[src/rtl/simd_shf_pkg.sv]
package simd_shf_pkg;

  // true when bit positions i and j fall in the same lane of width 2**lg
  function automatic logic same_lane(input int i, input int j, input int lg);
    return (i >> lg) == (j >> lg);
  endfunction

  // granule index of the first granule of the lane holding granule g
  function automatic int lane_base(input int g, input int glog);
    return (g >> glog) << glog;
  endfunction

endpackage

[src/rtl/shf_lane_decode.sv]
module shf_lane_decode #(
  parameter int GW  = 4,
  parameter int NG  = 4,
  parameter int LGW = 3
) (
  input  logic [NG-2:0]  part_mask,
  output logic [LGW-1:0] lane_lg
);
  localparam int DW = GW * NG;
  localparam int GL = $clog2(GW);
  localparam int FL = $clog2(DW);

  always_comb begin
    if (&part_mask)                lane_lg = LGW'(GL);
    else if (part_mask[NG/2-1])    lane_lg = LGW'(FL - 1);
    else                           lane_lg = LGW'(FL);
  end
endmodule

[src/rtl/shf_amt_route.sv]
module shf_amt_route
  import simd_shf_pkg::*;
#(
  parameter int GW  = 4,
  parameter int NG  = 4,
  parameter int AW  = 4,
  parameter int LGW = 3
) (
  input  logic [GW*NG-1:0] b,
  input  logic             bcast,
  input  logic [LGW-1:0]   lane_lg,
  output logic [NG*AW-1:0] gran_amt
);
  localparam int GL = $clog2(GW);

  logic [AW-1:0] lim;
  assign lim = AW'((1 << lane_lg) - 1);

  always_comb begin
    gran_amt = '0;
    for (int g = 0; g < NG; g++) begin
      int base;
      logic [AW-1:0] raw;
      base = lane_base(g, int'(lane_lg) - GL);
      raw  = bcast ? b[AW-1:0] : b[base*GW +: AW];
      gran_amt[g*AW +: AW] = raw & lim;
    end
  end
endmodule

[src/rtl/shf_stage.sv]
module shf_stage
  import simd_shf_pkg::*;
#(
  parameter int GW   = 4,
  parameter int NG   = 4,
  parameter int STEP = 1,
  parameter int LGW  = 3
) (
  input  logic [GW*NG-1:0] din,
  input  logic [NG-1:0]    gran_en,
  input  logic [LGW-1:0]   lane_lg,
  input  logic             dir_right,
  output logic [GW*NG-1:0] dout
);
  localparam int DW = GW * NG;

  for (genvar i = 0; i < DW; i++) begin : g_bit
    logic from_lo, from_hi;
    if (i >= STEP) begin : g_lo
      assign from_lo = same_lane(i, i - STEP, int'(lane_lg)) ? din[i-STEP] : 1'b0;
    end else begin : g_lo_edge
      assign from_lo = 1'b0;
    end
    if (i + STEP < DW) begin : g_hi
      assign from_hi = same_lane(i, i + STEP, int'(lane_lg)) ? din[i+STEP] : 1'b0;
    end else begin : g_hi_edge
      assign from_hi = 1'b0;
    end
    assign dout[i] = gran_en[i/GW] ? (dir_right ? from_hi : from_lo) : din[i];
  end
endmodule

[src/rtl/simd_lane_shifter.sv]
module simd_lane_shifter #(
  parameter int GW = 4,
  parameter int NG = 4
) (
  input  logic [GW*NG-1:0] a,
  input  logic [GW*NG-1:0] b,
  input  logic [NG-2:0]    part_mask,
  input  logic             dir_right,
  input  logic             bcast,
  output logic [GW*NG-1:0] y
);
  localparam int DW  = GW * NG;
  localparam int AW  = $clog2(DW);
  localparam int NS  = AW;
  localparam int LGW = $clog2(AW + 1);

  logic [LGW-1:0]   lane_lg;
  logic [NG*AW-1:0] gran_amt;
  logic [DW-1:0]    stage_d [NS+1];
  logic [NG-1:0]    stage_en [NS];

  shf_lane_decode #(.GW(GW), .NG(NG), .LGW(LGW)) u_decode (
    .part_mask (part_mask),
    .lane_lg   (lane_lg)
  );

  shf_amt_route #(.GW(GW), .NG(NG), .AW(AW), .LGW(LGW)) u_route (
    .b        (b),
    .bcast    (bcast),
    .lane_lg  (lane_lg),
    .gran_amt (gran_amt)
  );

  assign stage_d[0] = a;

  for (genvar s = 0; s < NS; s++) begin : g_stage
    for (genvar g = 0; g < NG; g++) begin : g_en
      assign stage_en[s][g] = gran_amt[g*AW + s];
    end
    shf_stage #(.GW(GW), .NG(NG), .STEP(1 << s), .LGW(LGW)) u_stage (
      .din       (stage_d[s]),
      .gran_en   (stage_en[s]),
      .lane_lg   (lane_lg),
      .dir_right (dir_right),
      .dout      (stage_d[s+1])
    );
  end

  assign y = stage_d[NS];
endmodule

[config.mk]
export PLATFORM = sky130hd
export DESIGN_NAME = simd_lane_shifter
export DESIGN_NICKNAME = d
export VERILOG_FILES = /design/src/rtl/simd_shf_pkg.sv /design/src/rtl/shf_lane_decode.sv /design/src/rtl/shf_amt_route.sv /design/src/rtl/shf_stage.sv /design/src/rtl/simd_lane_shifter.sv
export SDC_FILE = /design/constraint.sdc
export NUM_CORES = 1
export LEC_CHECK = 0
export BUFFER_PORTS_ARGS = -buffer_cell sky130_fd_sc_hd__buf_2
export CORE_MARGIN = 5
export CORE_UTILIZATION = 30
export DETAILED_ROUTE_END_ITERATION = 8
export PLACE_DENSITY_LB_ADDON = 0.25
export SYNTH_ARGS = -nofsm -noshare
export SYNTH_HDL_FRONTEND = slang
export SYNTH_SLANG_ARGS = --single-unit
[constraint.sdc]
create_clock -name vclk -period 2.88
set_input_delay 0.288 -clock vclk [all_inputs]
set_output_delay 0.288 -clock vclk [all_outputs]
set_load 0.03 [all_outputs]
======== Word-level counts from Yosys, hierarchy flattened ========
Cells that the tools add are included.
Widths: inputs -> output; s select.
storage, ports and cells
  flip-flop bits (word level) ............. 0
operators by class
  shift operators ......................... 29
  multiplexer cells ....................... 232
  reduce and logical (&&, ||, !) cells .... 1
  bitwise gates (word level) .............. 4
  eq/ne operators ......................... 98
  add/sub/neg operators ................... 2
operator list
  operator               number
  $eq 32x32->1           98
  $shr 4x3->32 const A   8
  $mux 1                 226
  $shiftx 16x32->4       4
  $shl 32x32->30         4
  $shr 3x3->32 const A   4
  $shr 1x3->32 const A   2
  $shr 1x32->32 const A  2
  $shr 2x3->32 const A   2
  $shr 2x32->32 const A  2
  $and 4x4->4            4
  $mux 4                 4
  $mux 3                 2
  $shl 1x3->4 const A    1
  $sub 3x2->4 const B    1
  $sub 4x2->4 const B    1
  $reduce_and 3->1       1

======== Logic depth before layout (Yosys ltp) ========
Gate-level depths: netlist (run 1).
  depth in word-level cells ............... 18
  gate-level depth with buffers ........... 15

======== Modules after synthesis ========
From an unflattened synthesis (run 1), not the netlist that was laid out.
second synthesis, totals
  cells, all modules ...................... 423
  area total of the unflattened synthesis .. 2,801.4 um^2
by module, submodules not included
  module                          instances  seq. area each (um^2)  cells each  area each (um^2)
  shf_stage (g_stage[2].u_stage)  1          0.0                    118         760.7
  shf_stage (g_stage[0].u_stage)  1          0.0                    102         680.7
  shf_stage (g_stage[1].u_stage)  1          0.0                    89          571.8
  shf_amt_route                   1          0.0                    56          441.7
  shf_stage (g_stage[3].u_stage)  1          0.0                    55          327.8
  shf_lane_decode                 1          0.0                    3           18.8

======== Worst setup path before layout (run 1) ========
Ideal clock, no wire load.
  path kind ............................... input to output
  start ................................... input port part_mask[1]
  end ..................................... output port y[2]
  arrival time ............................ 3,133 ps
  required time ........................... 2,592 ps
  slack ................................... -541 ps
  cell stages on the path ................. 14
  cell sequence ........................... buf_6 -> buf_4 -> nand2_1 -> inv_1 -> ha_1 -> nand2_1 -> ha_1 -> buf_2 -> nor2b_1 -> nand2_1 -> o41ai_4 -> mux2_2 -> or4_1 -> a2bb2oi_1
between the ends
  cells in the longest elaborated chain, start to end .. 18
RTL lines
  element                                         RTL line                                      text
  start, declared                                 simd_lane_shifter.sv:7                        input logic [NG-2:0] part_mask,
  $reduce_and 3->1 or $mux 3 (tied branches)      shf_lane_decode.sv:14, shf_lane_decode.sv:15
  $mux 3 *                                        shf_lane_decode.sv:14                         if (&part_mask) lane_lg = LGW'(GL);
  $sub 3x2->4                                     shf_amt_route.sv:24                           base = lane_base(g, int'(lane_lg) - GL);
  $shr 2x32->32 or $shr 1x32->32 (tied branches)  simd_shf_pkg.sv:10                            return (g >> glog) << glog;
  $shl 32x32->30                                  simd_shf_pkg.sv:10
  $shiftx 16x32->4                                shf_amt_route.sv:25                           raw = bcast ? b[AW-1:0] : b[base*GW +: AW];
  $mux 4                                          shf_amt_route.sv:25
  $and 4x4->4                                     shf_amt_route.sv:26                           gran_amt[g*AW +: AW] = raw & lim;
  $mux 1                                          shf_stage.sv:29                               assign dout[i] = gran_en[i/GW] ? (dir_right ? from_hi : from_lo) : din[i];
  $mux 1, on equally long branches                shf_stage.sv:25, shf_stage.sv:20
  $mux 1 (2 in series)                            shf_stage.sv:29
  $mux 1, on equally long branches                shf_stage.sv:20, shf_stage.sv:25
  $mux 1 (2 in series)                            shf_stage.sv:29
  $mux 1                                          shf_stage.sv:25                               assign from_hi = same_lane(i, i + STEP, int'(lane_lg)) ? din[i+STEP] : 1'b0;
  $mux 1                                          shf_stage.sv:29
  $mux 1 *                                        shf_stage.sv:29
  end, declared                                   simd_lane_shifter.sv:10                       output logic [GW*NG-1:0] y
Mark *: on every way between the ends. The rest lies on a longest branch, timed or not.

======== Worst setup path in the final report (run 1) ========
  start ................................... input port part_mask[0]
  end ..................................... output port y[0]
between the ends
  cells in the longest elaborated chain, start to end .. 18
RTL lines
  element                                         RTL line
  $reduce_and 3->1 *                              shf_lane_decode.sv:14
  $mux 3 *                                        shf_lane_decode.sv:14
  $sub 3x2->4                                     shf_amt_route.sv:24
  $shr 2x32->32 or $shr 1x32->32 (tied branches)  simd_shf_pkg.sv:10
  $shl 32x32->30                                  simd_shf_pkg.sv:10
  $shiftx 16x32->4                                shf_amt_route.sv:25
  $mux 4                                          shf_amt_route.sv:25
  $and 4x4->4                                     shf_amt_route.sv:26
  $mux 1                                          shf_stage.sv:29
  $mux 1, on equally long branches                shf_stage.sv:20, shf_stage.sv:25
  $mux 1 (2 in series)                            shf_stage.sv:29
  $mux 1, on equally long branches                shf_stage.sv:25, shf_stage.sv:20
  $mux 1 (2 in series)                            shf_stage.sv:29
  $mux 1                                          shf_stage.sv:25
  $mux 1                                          shf_stage.sv:29
  $mux 1 *                                        shf_stage.sv:29
Marks and branches as above.

==> metrics.md, run 1 <==
| Metric | Value |
|---|---|
| Result of the run | `complete, but fails checks` |
| Failing checks | `negative setup slack` |
| Overall Global Routing Usage | `21.79%` |
| Maximum number of pins on one net before global-route repair | `19` |
| MaxCap Viol Count | `0` |
| Critical Path Sink Type | `output pin` |
| Area of combinational cells with multiple inputs | `roughly 0.0024 sq mm` |
| Width of the die | `92.83 um` |
| Floorplan die area | `0.008617 sq mm` |
| Net switching power figure | `493.4 uW` |
| Hold Crit Start | `b[3]` |
| Switching power as a share of total power | `52.94%` |
| Post-synthesis to final-layout area growth | `79.76%` |
| Count of input and output buffers | `50` |
| Maximum clock rate | `340.2 MHz` |
| Aggregate routed wire length | `9.791 mm` |
| Average via count per standard cell | `~5.9` |
| Share of the cycle needed by the critical path after routing | `102.1%` |
| Portion of total power attributed to sequential cells | `0%` |
| Final setup violation count | `7` |
| Kind of launch point of the worst setup path | `input pin` |
| Std cell rows | `30` |
| Antenna violations before repair | `0` |
| Leak pwr | `1.579 nW` |
| First-pass GRT wire length | `between 15 and 20 mm` |
| Part of the power in combinational logic | `100.0%` |
| Critical Path Fanout Max | `5` |
| Setup repair after global routing missed its margin | `yes` |
| Worst-case hold path end point | `y[8]` |
| Worst setup path startpoint | `part_mask[0]` |
| Minimum period implied by the final worst setup slack | `around 3 ns` |
| Iter 0 DRT Violations | `roughly 140` |
| Post-synthesis cell count | `312` |
| Fraction of final layout cells sized beyond drive strength 1 | `around 56%` |
| Avg Synthesized Cell Area | `6.597 sq um` |
| Critical path required time | `approximately 2.6 ns` |
| Final weighted congestion of routability-driven global placement | `0.9331` |
| Overflow after GRT | `0` |
| Layout clock buffer count | `0` |
| Top-level port count | `53` |
| Internal cell power | `438.7 uW` |
| WL per Instance | `19.12 um` |
| Post-DP HPWL | `7.412 mm` |
| Kind of path behind the tightest hold check | `in -> out` |
| WHS Path Cells | `4` |
| Power per unit of standard cell area | `251.9 mW/mm^2` |
| Part of the Yosys area used for sequential elements | `0%` |
| Fin worst setup slack | `-0.05949 ns` |
| Antenna-violating nets left | `0` |
| # diodes | `0` |
| Startpoint-to-endpoint class of the critical path | `in -> out` |
| Post-synthesis instance area | `roughly 0.002 sq mm` |
| Net count, final | `about 480` |
| Hold-fix buffers at CTS | `0` |
| Via count of the first global-routing pass | `roughly 3.0k` |
| Core ar. | `0.006719 sq mm` |
| TNS Setup | `-0.2255 ns` |
| DRC violation count after routing | `0` |
| Height of the die | `92.83 um` |
| Highest ir drop seen on vdd | `0.0001094 V` |
| Nets in the synthesized netlist | `354` |
| Final hold violation count | `0` |
| Post-Place Worst Slack | `-0.3005 ns` |
| Count of warnings emitted by yosys | `0` |
| Sequential standard cell area | `0 sq um` |
| Synth unique cells | `73` |
| Proportion of power drawn by the clock network | `0%` |
| Number of fill cells in the layout | `630` |
| Detailed-route via count | `roughly 3.0k` |
| Arr. time, crit path | `2.65 ns` |
| Effective utilization at floorplan | `30.63%` |
| Num sequential | `0` |
| Max-slew violation total from the final report | `0` |
| Drt first pass iters | `4` |
stage by stage:
| stage | total power [mW] | instance area, sq um | hold WS (ns) | std cells | utilization [%] |
|---|---|---|---|---|---|
| 2_1_floorplan | 0.4336 | 2148 | 0.9429 | 312 | - |
| 3_3_place_gp | 0.7021 | 2927 | 1.114 | 495 | 43.56 |
| 3_5_place_dp | 0.7074 | 2927 | 1.121 | 495 | 43.56 |
| 4_1_cts | 0.8387 | 3416 | 1.099 | 509 | 50.84 |
| 5_1_grt | 0.9882 | 3700 | 1.120 | 512 | 55.07 |
| 6_report | 0.9321 | 3700 | 1.094 | 512 | 55.07 |
synthesized netlist by cell type (4+ instances only):
cell | count | share of area [%]
sky130_fd_sc_hd__a211oi_1 | 4 | 1.5
sky130_fd_sc_hd__a21oi_1 | 14 | 3.4
sky130_fd_sc_hd__a31oi_1 | 11 | 3.3
sky130_fd_sc_hd__a32oi_1 | 4 | 1.7
sky130_fd_sc_hd__buf_2 | 6 | 1.5
sky130_fd_sc_hd__buf_4 | 6 | 2.2
sky130_fd_sc_hd__clkbuf_1 | 7 | 1.3
sky130_fd_sc_hd__ha_1 | 5 | 3.0
sky130_fd_sc_hd__inv_1 | 15 | 2.7
sky130_fd_sc_hd__mux2_2 | 5 | 2.7
sky130_fd_sc_hd__mux2i_1 | 15 | 7.3
sky130_fd_sc_hd__nand2_1 | 38 | 6.9
sky130_fd_sc_hd__nand2b_1 | 9 | 2.7
sky130_fd_sc_hd__nand3_1 | 7 | 1.7
sky130_fd_sc_hd__nor2_1 | 27 | 4.9
sky130_fd_sc_hd__nor2b_1 | 7 | 2.1
sky130_fd_sc_hd__nor3_1 | 10 | 2.4
sky130_fd_sc_hd__nor4_1 | 5 | 1.5
sky130_fd_sc_hd__o211ai_1 | 6 | 2.2
sky130_fd_sc_hd__o21ai_0 | 10 | 2.4
sky130_fd_sc_hd__o21ai_1 | 5 | 1.2
sky130_fd_sc_hd__o221ai_1 | 4 | 1.7
sky130_fd_sc_hd__o22ai_1 | 7 | 2.1
sky130_fd_sc_hd__o31a_1 | 5 | 2.1
sky130_fd_sc_hd__o32ai_1 | 4 | 1.7
worst max-delay path, cell delays in order:
cell,delay [ns]
sky130_fd_sc_hd__buf_8,0.10
sky130_fd_sc_hd__nand2_4,0.07
sky130_fd_sc_hd__nand2_4,0.07
sky130_fd_sc_hd__buf_6,0.12
sky130_fd_sc_hd__ha_4,0.17
sky130_fd_sc_hd__mux2i_2,0.17
sky130_fd_sc_hd__o32ai_4,0.32
sky130_fd_sc_hd__buf_6,0.16
sky130_fd_sc_hd__mux2i_4,0.25
sky130_fd_sc_hd__buf_6,0.14
sky130_fd_sc_hd__nor2_4,0.04
sky130_fd_sc_hd__a21oi_4,0.11
sky130_fd_sc_hd__o211ai_1,0.15
sky130_fd_sc_hd__a221o_1,0.34
sky130_fd_sc_hd__buf_6,0.14
power groups by stage:
stage	Clock, mW	Combinational, mW	Sequential [mW]
final	0	0.932	0
after global routing	0	0.988	0
after CTS	0	0.839	0
after detailed placement	0	0.707	0
after global placement	0	0.702	0
after floorplan	0	0.434	0
placed cells by master, fill, tap and decap left out, drive strengths merged, types with 6 or more instances in the layout:
cell type  synthesis  routed
mux2i             15      15
inv               16      16
nor2b              7       7
a31oi             11      11
nand2b             9       9
o32ai              7       7
nor2              27      27
nand2             38      38
o21ai             15      15
nor3              11      11
nand3              8       8
buf               17     145
a21oi             14      14
o211ai             6       6
o22ai              7       7
worst max-delay path by stage:
stage	endpoint	slack, ns	cells past startpoint
CTS	y[2]	-0.11	13
floorplan	y[2]	-0.04	11
detailed placement	y[3]	-0.30	15
global placement	y[2]	-0.25	15
finish	y[0]	-0.06	15
global route	y[0]	-0.14	14
logic make-up after synthesis:
logic type,synth area share [%]
XOR/XNOR,1.216
AND/OR/NAND/NOR,31.91
other,0.1822
AO/OA/AOI/OAI,43.53
buffers and inverters,10.09
adder cells (fa/ha/maj),3.040
multiplexers,10.03
repair_timing:
action                                  in CTS  in global routing
endpoints found under the setup margin      16                 16
setup buffers                               14                  3
pin swaps                                   23                 26
gates resized for setup                     81                 58
final cells by class:
type	count	area share, %
Timing Repair Buffer	145	30.40
Inverter	16	1.691
Multi-Input combinational cell	271	65.20
Tap cell	80	2.705
per-layer routing:
layer,GRT usage (%),vias up,routed length (um)
li1,-,1444,-
met1,27.82,1441,4200
met2,40.67,101,4967
met3,1.625,16,454
met4,2.686,0,169
met5,0,-,0
No activity file was read; power rests on OpenSTA's default activity.
==> run 2: changes to the inputs <==
--- a/config.mk
+++ b/config.mk
@@ -12,4 +12,6 @@
 export PLACE_DENSITY_LB_ADDON = 0.25
 export SYNTH_ARGS = -nofsm -noshare
 export SYNTH_HDL_FRONTEND = slang
+export SYNTH_HIERARCHICAL = 1
 export SYNTH_SLANG_ARGS = --single-unit
+export TNS_END_PERCENT = 1
==> run 2 against run 1 <==
- the flow still finishes with violations (negative setup slack)
- synthesized cell count rose by 36%
- first-iteration DRC count rose by 50%
- final area rose by 20%
- critical path depth rose by 3
- die area rose by 32%
- largest cell class unchanged
- non-clock buffer count rose by 25
- critical path type unchanged
- via count rose by 22%
- hold slack improved by 0.13 ns
- sequential cell count did not move
- final cell count rose by 31%
==> metrics.md, run 2 <==
| Metric | Value |
|---|---|
| Effective utilization at floorplan | `30.61% (was 30.63%)` |
| Power per unit of standard cell area | `262.1 mW/mm^2 (was 251.9 mW/mm^2)` |
| Net switching power figure | `617.8 uW (was 493.4 uW)` |
| Count of warnings emitted by yosys | `6 (was 0)` |
| Leak pwr | `1.928 nW (was 1.579 nW)` |
| Post-synth top area share | `12.51% (was 7.295%)` |
| Via count of the first global-routing pass | `3732 (was 3019)` |
| Most used cells in the layout excluding fill and tap cells | `sky130_fd_sc_hd__buf_4, sky130_fd_sc_hd__inv_1, sky130_fd_sc_hd__buf_2 (was sky130_fd_sc_hd__buf_4, sky130_fd_sc_hd__nand2_1, sky130_fd_sc_hd__buf_2)` |
| Core ar. | `0.009153 sq mm (was 0.006719 sq mm)` |
| Post-DP HPWL | `8.696 mm (was 7.412 mm)` |
| Antenna-violating nets left | `0 (unchanged)` |
| Actual transition at the worst max-transition pin | `0.6791 ns` |
| Width of the die | `106.6 um (was 92.83 um)` |
| Antenna violations before repair | `0 (unchanged)` |
| Critical Path Sink Type | `output pin (unchanged)` |
| Final hold violation count | `0 (unchanged)` |
| Most area-consuming cells after synthesis | `sky130_fd_sc_hd__ha_1, sky130_fd_sc_hd__inv_1, sky130_fd_sc_hd__nand3_1, sky130_fd_sc_hd__a31oi_1, sky130_fd_sc_hd__nand2_1 (was sky130_fd_sc_hd__mux2i_1, sky130_fd_sc_hd__nand2_1, sky130_fd_sc_hd__nor2_1, sky130_fd_sc_hd__a21oi_1, sky130_fd_sc_hd__a31oi_1)` |
| Proportion of power drawn by the clock network | `0% (about the same)` |
| WL per Instance | `16.36 um (was 19.12 um)` |
| Overall Global Routing Usage | `18.53% (was 21.79%)` |
| Net count, final | `629 (was 476)` |
| Iter 0 DRT Violations | `203 (was 135)` |
| Count of input and output buffers | `53 (was 50)` |
| Kind of launch point of the worst setup path | `input pin (unchanged)` |
| Top cell types by occurrence after synthesis | `sky130_fd_sc_hd__inv_1, sky130_fd_sc_hd__nand2_1, sky130_fd_sc_hd__nor2_1 (was sky130_fd_sc_hd__nand2_1, sky130_fd_sc_hd__nor2_1, sky130_fd_sc_hd__inv_1, sky130_fd_sc_hd__mux2i_1, sky130_fd_sc_hd__a21oi_1)` |
| Kind of path behind the tightest hold check | `in -> out (unchanged)` |
| Avg Synthesized Cell Area | `6.623 sq um (was 6.597 sq um)` |
| Post-synthesis to final-layout area growth | `59.09% (was 79.76%)` |
| WHS Path Cells | `5 (was 4)` |
| Minimum period implied by the final worst setup slack | `3.598 ns (was 2.939 ns)` |
| Sequential standard cell area | `0 sq um (unchanged)` |
| Max-slew violation total from the final report | `0 (unchanged)` |
| Result of the run | `complete, but fails checks (unchanged)` |
| First-pass GRT wire length | `17.78 mm (was 15.31 mm)` |
| Average via count per standard cell | `5.447 (was 5.863)` |
| Part of the Yosys area used for sequential elements | `0% (unchanged)` |
| Drt first pass iters | `4 (unchanged)` |
| Aggregate routed wire length | `11.01 mm (was 9.791 mm)` |
| Fraction of final layout cells sized beyond drive strength 1 | `45.37% (was 55.56%)` |
| Height of the die | `106.6 um (was 92.83 um)` |
| Arr. time, crit path | `3.31 ns (was 2.65 ns)` |
| Overflow after GRT | `0 (unchanged)` |
| Setup repair after global routing missed its margin | `yes (unchanged)` |
| Hold Crit Start | `b[3] (unchanged)` |
| Layout clock buffer count | `0 (unchanged)` |
| Placed standard-cell area | `0.003984 sq mm (was 0.002927 sq mm)` |
| Max-Slew Margin vs Limit | `54.56%` |
| Share of the cycle needed by the critical path after routing | `124.9% (was 102.1%)` |
| Detailed-route via count | `3666 (was 3002)` |
| Synth unique cells | `66 (was 73)` |
| MaxCap Viol Count | `0 (unchanged)` |
| Maximum number of pins on one net before global-route repair | `33 (was 19)` |
| Post-route cell area | `0.004457 sq mm (was 0.003700 sq mm)` |
| Maximum clock rate | `277.9 MHz (was 340.2 MHz)` |
| Switching power as a share of total power | `52.88% (was 52.94%)` |
| Num sequential | `0 (unchanged)` |
| Most frequent cell after synthesis | `sky130_fd_sc_hd__inv_1 (was sky130_fd_sc_hd__nand2_1)` |
| TNS Setup | `-10.21 ns (was -0.2255 ns)` |
| Post-synthesis instance area | `0.002801 sq mm (was 0.002058 sq mm)` |
| Highest ir drop seen on vdd | `0.0001076 V (was 0.0001094 V)` |
| Internal cell power | `550.5 uW (was 438.7 uW)` |
| Post-synthesis cell count | `423 (was 312)` |
| Top-level port count | `53 (unchanged)` |
| Std cell rows | `35 (was 30)` |
| # diodes | `0 (unchanged)` |
| Worst-case hold path end point | `y[2] (was y[8])` |
| Final setup violation count | `16 (was 7)` |
| Critical path required time | `2.59 ns (about the same)` |
| Number of fill cells in the layout | `907 (was 630)` |
| Startpoint-to-endpoint class of the critical path | `in -> out (unchanged)` |
| Failing checks | `negative setup slack (unchanged)` |
| Largest area contributor in the synthesized netlist | `sky130_fd_sc_hd__ha_1 (was sky130_fd_sc_hd__mux2i_1)` |
| Nets in the synthesized netlist | `488 (was 354)` |
| Portion of total power attributed to sequential cells | `0% (about the same)` |
| Final weighted congestion of routability-driven global placement | `0.9069 (was 0.9331)` |
| Critical Path Fanout Max | `7 (was 5)` |
| Floorplan die area | `0.01137 sq mm (was 0.008617 sq mm)` |
| DRC violation count after routing | `0 (unchanged)` |
| Fin worst setup slack | `-0.7179 ns (was -0.05949 ns)` |
| Part of the power in combinational logic | `100.0% (about the same)` |
| Most common cell after layout, fill and taps aside | `sky130_fd_sc_hd__buf_4 (unchanged)` |
[run 2: cell count changes after synthesis, moves of 9 or more]
cell / previous run / this run
sky130_fd_sc_hd__mux2i_1: 15 / 6
sky130_fd_sc_hd__ha_1: 5 / 28
sky130_fd_sc_hd__inv_1: 15 / 43
sky130_fd_sc_hd__o22ai_2: 0 / 9
sky130_fd_sc_hd__nand3_1: 7 / 29
sky130_fd_sc_hd__nand4_1: 2 / 13
sky130_fd_sc_hd__a31oi_1: 11 / 23
sky130_fd_sc_hd__xnor2_1: 1 / 10
sky130_fd_sc_hd__nor3_1: 10 / 1
[run 2: what timing repair did]
| item | in CTS | in global routing |
|---|---|---|
| resized for setup | 48 | 43 |
| hold buffers | 0 | 0 |
| pin swaps | 18 | 17 |
| setup endpoints to repair | 16 | 16 |
| cloned | 1 | 0 |
| buffers inserted | 5 | 5 |
[run 2: final cells by class]
cell class	instances	area, sq um	share of cell area (%)
timing repair buffer	170	1285	28.83
tap	111	138.9	3.116
inverter	45	177.7	3.987
multi-input combinational	347	2855	64.07
[run 2: routing by layer]
metal  global-route usage, %  vias up  part of all wire, %
li1                        -     1828                    -
met3                   2.047       19                  4.4
met2                   32.96       76                   50
met5                       0        -                    0
met4                   4.018        0                  1.7
met1                   24.02     1743                   44
[run 2: worst max-delay path: stages]
cell                         delay (ns)
sky130_fd_sc_hd__buf_12            0.11
sky130_fd_sc_hd__clkinvlp_4        0.09
sky130_fd_sc_hd__inv_4             0.05
sky130_fd_sc_hd__ha_4              0.28
sky130_fd_sc_hd__nor4bb_4          0.33
sky130_fd_sc_hd__buf_4             0.18
sky130_fd_sc_hd__buf_4             0.11
sky130_fd_sc_hd__buf_6             0.13
sky130_fd_sc_hd__mux2i_2           0.24
sky130_fd_sc_hd__nor2_2            0.09
sky130_fd_sc_hd__buf_4             0.18
sky130_fd_sc_hd__a31oi_4           0.21
sky130_fd_sc_hd__nand2_1           0.07
sky130_fd_sc_hd__or3_4             0.34
sky130_fd_sc_hd__a31oi_4           0.20
sky130_fd_sc_hd__inv_2             0.07
sky130_fd_sc_hd__o22ai_4           0.17
sky130_fd_sc_hd__buf_6             0.15
[run 2: logic make-up after synthesis]
group	share of synthesized area, %
simple gates	33.50
compound gates	33.63
buf+inv	13.13
fa+ha+maj	12.51
xor+xnor	4.689
mux	2.546
[run 2: power by group through the flow]
stage / registers (mW) / logic (mW) / clock network [mW]
floorplan: 0 / 0.619 / 0
global placement: 0 / 0.981 / 0
detailed placement: 0 / 0.991 / 0
CTS: 0 / 1.08 / 0
global route: 0 / 1.26 / 0
finish: 0 / 1.17 / 0
[run 2: worst max path at each step]
stage,slack (ns),end,from,cells after the start
after floorplan,-0.66,y[5],part_mask[1],17
after global placement,-0.91,y[6],part_mask[1],17
after detailed placement,-0.92,y[6],part_mask[1],18
after CTS,-0.75,y[4],part_mask[1],17
after global routing,-0.87,y[4],part_mask[1],18
final,-0.72,y[5],part_mask[1],18
[run 2: metrics by stage]
step | setup WS, ns | std cells | hold WS, ns | power [mW] | util, %
final | -0.7179 | 673 | 1.225 | 1.168 | 48.69
after global routing | -0.8672 | 673 | 1.266 | 1.259 | 48.69
after CTS | -0.7461 | 668 | 1.231 | 1.077 | 46.08
after detailed placement | -0.9176 | 662 | 1.249 | 0.9908 | 43.53
after global placement | -0.9141 | 662 | 1.228 | 0.9808 | 43.53
after floorplan | -0.6581 | 423 | 0.9114 | 0.6190 | -
